--- src/rtl/evt_timer_pkg.sv ---
package evt_timer_pkg;

    typedef enum logic {
        SRC_RUN    = 1'b0,
        SRC_SETTLE = 1'b1
    } src_state_t;

    typedef enum logic [1:0] {
        OVF_CLEAR   = 2'd0,
        OVF_PENDING = 2'd1,
        OVF_ARMED   = 2'd2
    } ovf_state_t;

endpackage

--- src/rtl/evt_pin_sync.sv ---
module evt_pin_sync #(
    parameter int STAGES = 2
) (
    input  logic clk,
    input  logic rst_n,
    input  logic pin,
    input  logic hist_load,
    input  logic hist_track,
    output logic level,
    output logic rise,
    output logic fall
);
    logic [STAGES-1:0] sync_q;
    logic              prev_q;

    always_ff @(posedge clk or negedge rst_n) begin
        if (!rst_n) begin
            sync_q <= '0;
        end else begin
            sync_q <= {sync_q[STAGES-2:0], pin};
        end
    end

    assign level = sync_q[STAGES-1];

    // History follows the level only while a pin source is in use,
    // and is reloaded whenever the select changes.
    always_ff @(posedge clk or negedge rst_n) begin
        if (!rst_n) begin
            prev_q <= 1'b0;
        end else if (hist_load || hist_track) begin
            prev_q <= level;
        end
    end

    assign rise = level & ~prev_q;
    assign fall = ~level & prev_q;

    // after a reload, an edge shows only if the level really moved
    a_r8_reload_no_false_edge: assert property (@(posedge clk) disable iff (!rst_n)
        hist_load |=> ((rise || fall) == (level != $past(level))));

endmodule

--- src/rtl/evt_src_sel.sv ---
module evt_src_sel
    import evt_timer_pkg::*;
#(
    parameter int N_PRESC = 6,
    parameter int SEL_W   = 3
) (
    input  logic               clk,
    input  logic               rst_n,
    input  logic               sel_wr,
    input  logic [SEL_W-1:0]   sel,
    input  logic [N_PRESC-1:0] presc_tick,
    input  logic               pin_rise,
    input  logic               pin_fall,
    output logic               cnt_en,
    output logic               hist_load,
    output logic               hist_track
);
    localparam int NSRC = 2 ** SEL_W;
    localparam logic [SEL_W-1:0] RISE_CODE = SEL_W'(N_PRESC);
    localparam logic [SEL_W-1:0] FALL_CODE = SEL_W'(N_PRESC + 1);

    src_state_t state_q, state_d;
    logic [NSRC-1:0] src_vec;
    logic            src_hit;
    logic            ext_mode;

    genvar gi;
    generate
        for (gi = 0; gi < N_PRESC; gi++) begin : g_tick
            assign src_vec[gi] = presc_tick[gi];
        end
        assign src_vec[N_PRESC]     = pin_rise;
        assign src_vec[N_PRESC + 1] = pin_fall;
        for (gi = N_PRESC + 2; gi < NSRC; gi++) begin : g_pad
            assign src_vec[gi] = 1'b0;
        end
    endgenerate

    assign src_hit  = src_vec[sel];
    assign ext_mode = (sel == RISE_CODE) || (sel == FALL_CODE);

    always_ff @(posedge clk or negedge rst_n) begin
        if (!rst_n) begin
            state_q <= SRC_RUN;
        end else begin
            state_q <= state_d;
        end
    end

    always_comb begin
        state_d    = state_q;
        cnt_en     = 1'b0;
        hist_load  = sel_wr;
        hist_track = ext_mode;
        unique case (state_q)
            SRC_RUN: begin
                cnt_en = src_hit;
                if (sel_wr) state_d = SRC_SETTLE;
            end
            SRC_SETTLE: begin
                hist_track = 1'b1;
                if (!sel_wr) state_d = SRC_RUN;
            end
            default: state_d = SRC_RUN;
        endcase
    end

endmodule

--- src/rtl/evt_count_core.sv ---
module evt_count_core
    import evt_timer_pkg::*;
#(
    parameter int CNT_W = 16
) (
    input  logic             clk,
    input  logic             rst_n,
    input  logic             cnt_en,
    input  logic             cnt_wr,
    input  logic [CNT_W-1:0] wdata,
    input  logic             flag_rd,
    input  logic             flag_clr_wr,
    output logic [CNT_W-1:0] count,
    output logic             ovf_flag
);
    logic [CNT_W-1:0] count_q;
    logic             wrap;
    ovf_state_t       ovf_q, ovf_d;

    assign wrap = cnt_en && !cnt_wr && (&count_q);

    always_ff @(posedge clk or negedge rst_n) begin
        if (!rst_n) begin
            count_q <= '0;
        end else if (cnt_wr) begin
            count_q <= wdata;
        end else if (cnt_en) begin
            count_q <= count_q + 1'b1;
        end
    end

    always_ff @(posedge clk or negedge rst_n) begin
        if (!rst_n) begin
            ovf_q <= OVF_CLEAR;
        end else begin
            ovf_q <= ovf_d;
        end
    end

    always_comb begin
        ovf_d = ovf_q;
        unique case (ovf_q)
            OVF_CLEAR:   if (wrap) ovf_d = OVF_PENDING;
            OVF_PENDING: if (flag_rd) ovf_d = OVF_ARMED;
            OVF_ARMED: begin
                if (wrap)             ovf_d = OVF_PENDING;
                else if (flag_clr_wr) ovf_d = OVF_CLEAR;
            end
            default: ovf_d = OVF_CLEAR;
        endcase
    end

    assign count    = count_q;
    assign ovf_flag = (ovf_q != OVF_CLEAR);

    // a step from all ones wraps to zero and raises the flag
    a_r4_wrap_sets_flag: assert property (@(posedge clk) disable iff (!rst_n)
        (cnt_en && !cnt_wr && (&count_q)) |=> (ovf_flag && count_q == '0));

    // a load wins over a step in the same cycle
    a_r6_write_wins: assert property (@(posedge clk) disable iff (!rst_n)
        cnt_wr |=> (count_q == $past(wdata)));

    // the flag only falls on a clearing write
    a_r9_clear_by_write: assert property (@(posedge clk) disable iff (!rst_n)
        $fell(ovf_flag) |-> $past(flag_clr_wr));

endmodule

--- src/rtl/evt_timer.sv ---
module evt_timer
    import evt_timer_pkg::*;
#(
    parameter int CNT_W       = 16,
    parameter int N_PRESC     = 6,
    parameter int LVL_W       = 3,
    parameter int SYNC_STAGES = 2
) (
    input  logic               clk,
    input  logic               rst_n,
    input  logic               bus_wr,
    input  logic               bus_rd,
    input  logic               bus_addr,
    input  logic [CNT_W-1:0]   bus_wdata,
    output logic [CNT_W-1:0]   bus_rdata,
    output logic               bus_rvalid,
    input  logic [N_PRESC-1:0] presc_tick,
    input  logic               ext_pin,
    output logic               irq_req,
    output logic [LVL_W-1:0]   irq_lvl,
    output logic               tb_a_drv,
    output logic               tb_b_drv,
    output logic [CNT_W-1:0]   tb_count
);
    localparam int SEL_W    = $clog2(N_PRESC + 2);
    localparam int SEL_LSB  = 0;
    localparam int DRVA_BIT = SEL_LSB + SEL_W;
    localparam int DRVB_BIT = DRVA_BIT + 1;
    localparam int LVL_LSB  = DRVB_BIT + 1;
    localparam int PIN_BIT  = CNT_W - 2;
    localparam int OVF_BIT  = CNT_W - 1;

    logic [SEL_W-1:0] sel_q;
    logic [LVL_W-1:0] lvl_q;
    logic             drv_a_q, drv_b_q;
    logic             ctrl_wr, cnt_wr, sel_wr, sel_wr_d;
    logic [SEL_W-1:0] new_sel;
    logic             pin_level, pin_rise, pin_fall;
    logic             hist_load, hist_track, cnt_en;
    logic [CNT_W-1:0] count;
    logic             ovf_flag;
    logic [CNT_W-1:0] ctrl_word;

    assign ctrl_wr = bus_wr && bus_addr;
    assign cnt_wr  = bus_wr && !bus_addr;
    assign new_sel = bus_wdata[SEL_LSB +: SEL_W];
    assign sel_wr  = ctrl_wr && (new_sel != sel_q);

    always_ff @(posedge clk or negedge rst_n) begin
        if (!rst_n) begin
            sel_q    <= '0;
            lvl_q    <= '0;
            drv_a_q  <= 1'b0;
            drv_b_q  <= 1'b0;
            sel_wr_d <= 1'b0;
        end else begin
            sel_wr_d <= sel_wr;
            if (ctrl_wr) begin
                sel_q <= new_sel;
                lvl_q <= bus_wdata[LVL_LSB +: LVL_W];
                if (!(bus_wdata[DRVA_BIT] && bus_wdata[DRVB_BIT])) begin
                    drv_a_q <= bus_wdata[DRVA_BIT];
                    drv_b_q <= bus_wdata[DRVB_BIT];
                end
            end
        end
    end

    evt_pin_sync #(.STAGES(SYNC_STAGES)) u_pin (
        .clk        (clk),
        .rst_n      (rst_n),
        .pin        (ext_pin),
        .hist_load  (hist_load),
        .hist_track (hist_track),
        .level      (pin_level),
        .rise       (pin_rise),
        .fall       (pin_fall)
    );

    evt_src_sel #(.N_PRESC(N_PRESC), .SEL_W(SEL_W)) u_src (
        .clk        (clk),
        .rst_n      (rst_n),
        .sel_wr     (sel_wr),
        .sel        (sel_q),
        .presc_tick (presc_tick),
        .pin_rise   (pin_rise),
        .pin_fall   (pin_fall),
        .cnt_en     (cnt_en),
        .hist_load  (hist_load),
        .hist_track (hist_track)
    );

    evt_count_core #(.CNT_W(CNT_W)) u_core (
        .clk         (clk),
        .rst_n       (rst_n),
        .cnt_en      (cnt_en),
        .cnt_wr      (cnt_wr),
        .wdata       (bus_wdata),
        .flag_rd     (bus_rd && bus_addr),
        .flag_clr_wr (ctrl_wr && !bus_wdata[OVF_BIT]),
        .count       (count),
        .ovf_flag    (ovf_flag)
    );

    always_comb begin
        ctrl_word                      = '0;
        ctrl_word[SEL_LSB +: SEL_W]    = sel_q;
        ctrl_word[DRVA_BIT]            = drv_a_q;
        ctrl_word[DRVB_BIT]            = drv_b_q;
        ctrl_word[LVL_LSB +: LVL_W]    = lvl_q;
        ctrl_word[PIN_BIT]             = pin_level;
        ctrl_word[OVF_BIT]             = ovf_flag;
    end

    always_ff @(posedge clk or negedge rst_n) begin
        if (!rst_n) begin
            bus_rdata  <= '0;
            bus_rvalid <= 1'b0;
        end else begin
            bus_rvalid <= bus_rd;
            if (bus_rd) bus_rdata <= bus_addr ? ctrl_word : count;
        end
    end

    assign irq_req  = ovf_flag && (lvl_q != '0);
    assign irq_lvl  = lvl_q;
    assign tb_a_drv = drv_a_q;
    assign tb_b_drv = drv_b_q;
    assign tb_count = count;

    // the two bus drivers are never on together
    a_r10_drv_exclusive: assert property (@(posedge clk) disable iff (!rst_n)
        !(tb_a_drv && tb_b_drv));

    // loading zero at all ones never raises a clear flag
    a_r5_zero_load_no_flag: assert property (@(posedge clk) disable iff (!rst_n)
        (cnt_wr && bus_wdata == '0 && (&count) && !ovf_flag) |=> !ovf_flag);

    // no step in the cycle after a select change
    a_r8_switch_quiet: assert property (@(posedge clk) disable iff (!rst_n)
        (sel_wr_d && !cnt_wr) |=> (count == $past(count)));

endmodule

--- config.mk ---
export PLATFORM = sky130hd
export DESIGN_NAME = evt_timer
export DESIGN_NICKNAME = d
export VERILOG_FILES = /design/src/rtl/evt_timer_pkg.sv /design/src/rtl/evt_pin_sync.sv /design/src/rtl/evt_src_sel.sv /design/src/rtl/evt_count_core.sv /design/src/rtl/evt_timer.sv
export SDC_FILE = /design/constraint.sdc
export NUM_CORES = 1
export LEC_CHECK = 0
export BUFFER_PORTS_ARGS = -buffer_cell sky130_fd_sc_hd__buf_2
export CORE_ASPECT_RATIO = 0.5
export CORE_MARGIN = 2
export CORE_UTILIZATION = 30
export DETAILED_ROUTE_END_ITERATION = 10
export SYNTH_ARGS = -nofsm -noshare
export SYNTH_HDL_FRONTEND = slang
export SYNTH_SLANG_ARGS = --single-unit
export TNS_END_PERCENT = 50
--- constraint.sdc ---
create_clock -name clk -period 2.15 [get_ports clk]
set_clock_uncertainty 0.1 [all_clocks]
set_input_delay 0.1075 -clock clk [delete_from_list [all_inputs] [get_ports clk]]
set_output_delay 0.1075 -clock clk [all_outputs]
set_load 0.01 [all_outputs]
# Yosys cells after proc, flatten, opt, wreduce, memory -nomap -nowiden
# Cells that the tools add are included.
[word_totals]
reg_bits = 47
output_inout_bits = 39
elab_cells = 60
[classes]
n_reduce_logical = 21
muxes = 13
bitwise_logic = 5
n_addsub = 1
magnitude_cmp = 1
n_eq_ne = 8
[op_table]
columns = ["op", "n"]
rows = [
  ["two-way mux 16 bit", 3],
  ["adder 16 x 1 -> 16 bit, second input constant", 1],
  ["AND reduction 16 bit", 1],
  ["logical AND 1 bit", 9],
  ["two-way mux 2 bit", 4],
  ["== test 3 bit, second input constant", 2],
  ["case mux 2 bit (3 select lines)", 1],
  ["less-than comparator 3 x 4 -> 1 bit, second input constant", 1],
  ["two-way mux 1 bit", 4],
  ["inequality test 2 x 1 -> 1 bit, second input constant", 2],
  ["nonzero test 2 bit", 2],
  ["binary-select mux 1 bit (select 3 bit)", 1],
  ["logical NOT 1 bit", 3],
  ["inequality test 3 x 1 -> 1 bit, second input constant", 1],
  ["inequality test 3 bit", 1],
  ["inverter 1 bit", 3],
  ["AND reduction 3 bit", 1],
  ["nonzero test 3 bit", 1],
  ["AND 1 bit", 2],
  ["== test 2 x 1 -> 1 bit, second input constant", 1],
  ["== test 2 bit, second input constant", 1],
  ["logical NOT 2 bit", 1],
  ["logical OR 1 bit", 2],
  ["AND reduction 2 bit", 1],
]

# Logic depth before layout (Yosys ltp)
[depth]
word_depth = 9
ltp_mapped = 7

# Modules after synthesis
# Synthesis repeated with hierarchy kept, for this count alone.
[unflattened]
cells_unflattened = 225
area_unflattened_um2 = 2331.0
[modules_own_cells]
columns = ["mod", "seq_area_each_um2", "cells_per_inst", "instances", "area_per_inst_um2"]
rows = [
  ["evt_timer", 625.6, 98, 1, 1107.3],
  ["evt_count_core", 450.4, 109, 1, 1006.0],
  ["evt_src_sel", 25.0, 11, 1, 115.1],
  ["evt_pin_sync", 75.1, 7, 1, 102.6],
]

# Worst setup path after synthesis
# Ideal clock, no wire load.
[synth_path]
kind = "register -> register"
startpoint = "reg sel_q[0]"
endpoint = "reg u_core.count_q[5] (netlist: u_core.count[5])"
setup_slack_ns = 0.221
setup_ns = 0.082
t_arrival_ns = 1.748
path_stages_with_launch = 7
cell_sequence = "dfrtp_1 > mux4_2 > and3_4 > a31oi_4 > buf_6 > o21ai_1 > a31oi_1"
[synth_via]
elab_chain_len = 4
[synth_lines]
columns = ["element", "line_no", "text"]
rows = [
  ["start, declared", "evt_timer.sv:33", "logic [SEL_W-1:0] sel_q;"],
  ["start signal, assigned", "evt_timer.sv:59", "sel_q <= new_sel;"],
  ["binary-select mux 1 bit (select 3 bit)", "evt_src_sel.sv:39", "assign src_hit = src_vec[sel];"],
  ["two-way mux 1 bit (implied by the code)", "evt_src_sel.sv:39", ""],
  ["two-way mux 1 bit", "evt_src_sel.sv:55", "unique case (state_q)"],
  ["nonzero test 2 bit (no source line)", "-", ""],
  ["end signal, assigned", "evt_count_core.sv:26", "count_q <= wdata;"],
  ["end signal, assigned", "evt_count_core.sv:28", "count_q <= count_q + 1'b1;"],
  ["end, declared", "evt_count_core.sv:16", "logic [CNT_W-1:0] count_q;"],
]
# Every way passes these cells. The select of a mux whose other input is x is not followed.
# A chain may end at the register's enable or synchronous reset.

# Worst setup path in the final report
[layout_path]
startpoint = "reg sel_q[0]"
endpoint = "reg u_core.ovf_q[0]"
[layout_via]
elab_chain_len = 7
[layout_lines]
columns = ["element", "line_no", "text"]
rows = [
  ["binary-select mux 1 bit (select 3 bit) (*)", "evt_src_sel.sv:39", ""],
  ["two-way mux 1 bit (implied by the code) (*)", "evt_src_sel.sv:39", ""],
  ["two-way mux 1 bit (*)", "evt_src_sel.sv:55", ""],
  ["logical AND 1 bit (*) (2 in series)", "evt_count_core.sv:20", "assign wrap = cnt_en && !cnt_wr && (&count_q);"],
  ["inequality test 3 x 1 -> 1 bit (no source line), or another cell as far along", "-", ""],
  ["AND reduction 3 bit (no source line) or case mux 2 bit (3 select lines) (tied branches)", "-", ""],
  ["end signal, assigned", "evt_count_core.sv:36", "ovf_q <= ovf_d;"],
  ["end, declared", "evt_count_core.sv:18", "ovf_state_t ovf_q, ovf_d;"],
]
# Mark *: on every way between the ends. The rest lies on a longest branch, timed or not. The select of a mux whose other input is x is not followed.

==> flow_metrics.py <==
metrics = {
    "die": {
        "rows": 22,
        "die_w_um": 130,
        "dieArea_um2": 8670,
        "core-area_um2": 7490,
        "io_pins": 67,
        "die_h_um": 66.8,
        "initial_core_util": 0.316,
    },
    "power_and_ir_drop": {
        "p_clk_frac": 0.274,
        "leakage_nw": 1.38,
        "fin_total_pwr_mw": 2.73,
        "ir_drop_v": 0.000317,
        "switching_share": 0.330,
        "seqPwrFrac": 0.443,
        "power.internal_mw": 1.83,
        "p_comb_frac": 0.284,
        "power.density_nw_per_um2": 872,
        "p_sw_mw": 0.900,
    },
    "synth": {
        "synth_top_area_share": 0.497,
        "ys_types": 37,
        "synth_xor_xnor_area_share": 0.0148,
        "ys.warnings.count": 0,
        "yosysSeqAreaShare": 0.497,
        "synth.most_common_cell": "dfrtp_1",
        "synth_top_area_cell": "dfrtp_1",
        "synth_cells": 237,
        "synthSimpleGateAreaFrac": 0.193,
        "synth_nets": 266,
        "synth-edff-count": 0,
        "postSynth.asyncResetShare": 1.00,
        "synth_top_family_by_area": "simple AND/OR/NAND/NOR gates",
        "synthesis.area_um2": 2370,
        "synth_compound_area_frac": 0.146,
        "synth_commonest_cells": "dfrtp_1, nor2_1, a31oi_1",
        "syn_area_per_cell_um2": 9.99,
        "synth_fa_ha_area_frac": 0.00528,
        "synthTopCellsByArea": "dfrtp_1, nor2_1, mux2_2",
        "muxShareOfSynthArea": 0.106,
        "synth-seq-cells": 47,
        "synthFlopType": "dfrtp_1",
    },
    "global_route": {
        "overflow": 0,
        "grt_pass1_vias": 2062,
        "grt_max_degree": 38,
        "antenna_found_initial": 0,
        "grt_pass1_wl_um": 9640,
        "grt_use_total": 0.142,
    },
    "critical_path": {
        "r2r_slack_ps": 130,
        "worst_setup_path_start_kind": "flip-flop",
        "slowest_stage": "mux4_2",
        "path_max_fanout": 5,
        "reg2reg_to": "u_core.ovf_q[0]$_DFFE_PN0P_",
        "reg2reg_depth": 5,
        "arrival_ps": 2090,
        "crit_type": "flip-flop to flip-flop",
        "max_stage_delay_ps": 580,
        "worstPathRequired_ps": 2220,
        "end_kind": "flip-flop",
        "r2r-start": "sel_q[0]$_DFFE_PN0P_",
        "crit_chain": "mux4_2 > nor3b_1 > a21oi_1 > nor3_1 > mux2_2",
    },
    "routing": {
        "post_drt_wl_per_cell_um": 14.0,
        "dr.pass1.iters": 4,
        "wirelength_um": 6020,
        "ant_nets": 0,
        "via_count": 2075,
        "drt_iter0_drc": 220,
        "avgViaCountPerCell": 4.84,
        "drcViolationCount": 0,
    },
    "cells_and_area": {
        "syn2layout_area_growth_pct": 32.1,
        "nFillCells": 755,
        "drive_gt1_frac": 0.312,
        "post-route-util": 0.418,
        "final_nets": 349,
        "insertedDiodeCount": 0,
        "fin_cells": 429,
    },
    "min_path": {
        "hold_end": "tb_b_drv$_DFFE_PN0P_",
        "hp-start": "bus_wdata[4]",
        "hold_class": "input pin to flip-flop",
        "whs_path_depth": 3,
    },
    "sta": {
        "rsz0062_at_grt": "no",
        "fmax_ghz": 0.495,
        "finalSetupViolCount": 0,
        "finalHoldViolCount": 1,
        "fin_setup_tns_ps": 0,
        "slew_viol_final": 0,
        "slew_headroom": 0.455,
        "fin_hold_ws_ps": -2.63,
        "period_share": 0.939,
        "layout_min_cycle_time_ps": 2020,
        "worstMarginPinSlew_ps": 818,
    },
    "clocking": {
        "cts_buffer_depth": 2,
        "cts_buffers": 5,
        "worstSkewPairLatency_ps": 280,
        "cts_resized": 0,
        "cts_tree": "done",
        "cts.sinks": 47,
        "h-tree-depth": 2,
        "cts-root-buf": "clkbuf_16",
        "clk_pin_slew_worst_paths_ps": 60,
    },
    "run_status": {
        "status": "finished with violations",
        "violations": "negative hold slack",
    },
    "place": {
        "gp_congestion": 0.777,
        "place_inst": 407,
        "dp_hpwl_um": 4490,
        "numPortBuffers": 66,
    },
    "run": {
        "drv_cap": 0,
    },
}
critical path: cells and delay by family, from the launching register on:
family	cells	cell delay (ps)
muxes	2	850
DFF	1	450
AOI/OAI and AO/OA	1	230
and+or+nand+nor	2	290
stage by stage:
stage / setup WS (ps) / cell area, um^2
floorplan: 221 / 2370
global placement: 91.1 / 2840
detailed placement: 24.6 / 2840
CTS: 10.6 / 3110
global route: 35.3 / 3130
finish: 131 / 3130
kinds of logic (layout without fill, tap and decap cells):
group / after synthesis / after routing
xor gates and xnor gates: 4 / 4
AOI/OAI and AO/OA: 56 / 56
and+or+nand+nor: 86 / 86
buffers and inverters: 22 / 106
muxes: 21 / 21
DFF: 47 / 47
adders and majority gates: 1 / 1
worst max-delay path by stage:
| stage | startpoint | end | slack (ps) | cells after the start |
|---|---|---|---|---|
| after floorplan | sel_q[0]$_DFFE_PN0P_ | u_core.count[5]$_DFFE_PN0P_ | 220 | 6 |
| after global placement | sel_q[0]$_DFFE_PN0P_ | u_core.count[10]$_DFFE_PN0P_ | 90 | 5 |
| after detailed placement | sel_q[0]$_DFFE_PN0P_ | u_core.count[7]$_DFFE_PN0P_ | 20 | 5 |
| after CTS | sel_q[0]$_DFFE_PN0P_ | u_core.count[5]$_DFFE_PN0P_ | 10 | 5 |
| after global routing | u_core.count[0]$_DFFE_PN0P_ | u_core.count[10]$_DFFE_PN0P_ | 40 | 5 |
| final | sel_q[0]$_DFFE_PN0P_ | u_core.ovf_q[0]$_DFFE_PN0P_ | 130 | 5 |
power by group through the flow:
stage	registers, mW	logic, mW	clock network [mW]
global placement	1.21	0.721	0
global route	1.23	0.858	0.808
detailed placement	1.22	0.741	0
floorplan	1.25	0.395	0
finish	1.21	0.774	0.746
CTS	1.21	0.762	0.763
repair_timing:
action,4_1_cts,5_1_grt
setup buffers,0,1
hold endpoints to repair,48,0
endpoints found under the setup margin,0,10
hold buffers,13,0
layer usage:
layer	global-route usage	routed length [um]	vias to the layer above
li1	-	-	1030
met1	0.184	2680	1001
met2	0.243	2930	38
met3	0.0313	347	6
met4	0.0403	57	0
met5	0	0	-
layout by cell type, fill, tap and decap left out, drive strengths merged:
cell and instances:
a21oi 14, nor3 2, or4 5, clkinvlp 1
xnor2 4, nand4 2, and4 2, ha 1
dlygate4sd3 13, o21ai 16, inv 11, a31o 2
a31oi 16, nor3b 1, buf 74, nor2 34
or3 8, and3 4, dfrtp 47, nand3b 7
a211oi 1, nand2b 2, nor2b 4, mux2i 10
clkbuf 6, nand4b 2, mux4 2, clkinv 1
a21bo 1, nand3 5, o31ai 6, nand2 8
mux2 9
state kept, by name, summed over array words and instances (netlist names), 2 cells and up:
| name | count |
|---|---|
| bus_rdata | 16 |
| irq_lvl | 3 |
| sel_q | 3 |
| u_core.count | 16 |
| u_core.ovf_q | 2 |
| u_pin.sync_q | 2 |
final cells by class:
cell class	count	area, um^2	share of cell area
timing repair buffer	87	533	0.170
clock buffer	6	129	0.0412
multi-input combinational	168	1100	0.352
tap	108	135	0.0432
inverter	11	41.3	0.0132
sequential	47	1180	0.376
clock inverter	2	12.5	0.00400
Power figures use the tool's default switching activity.
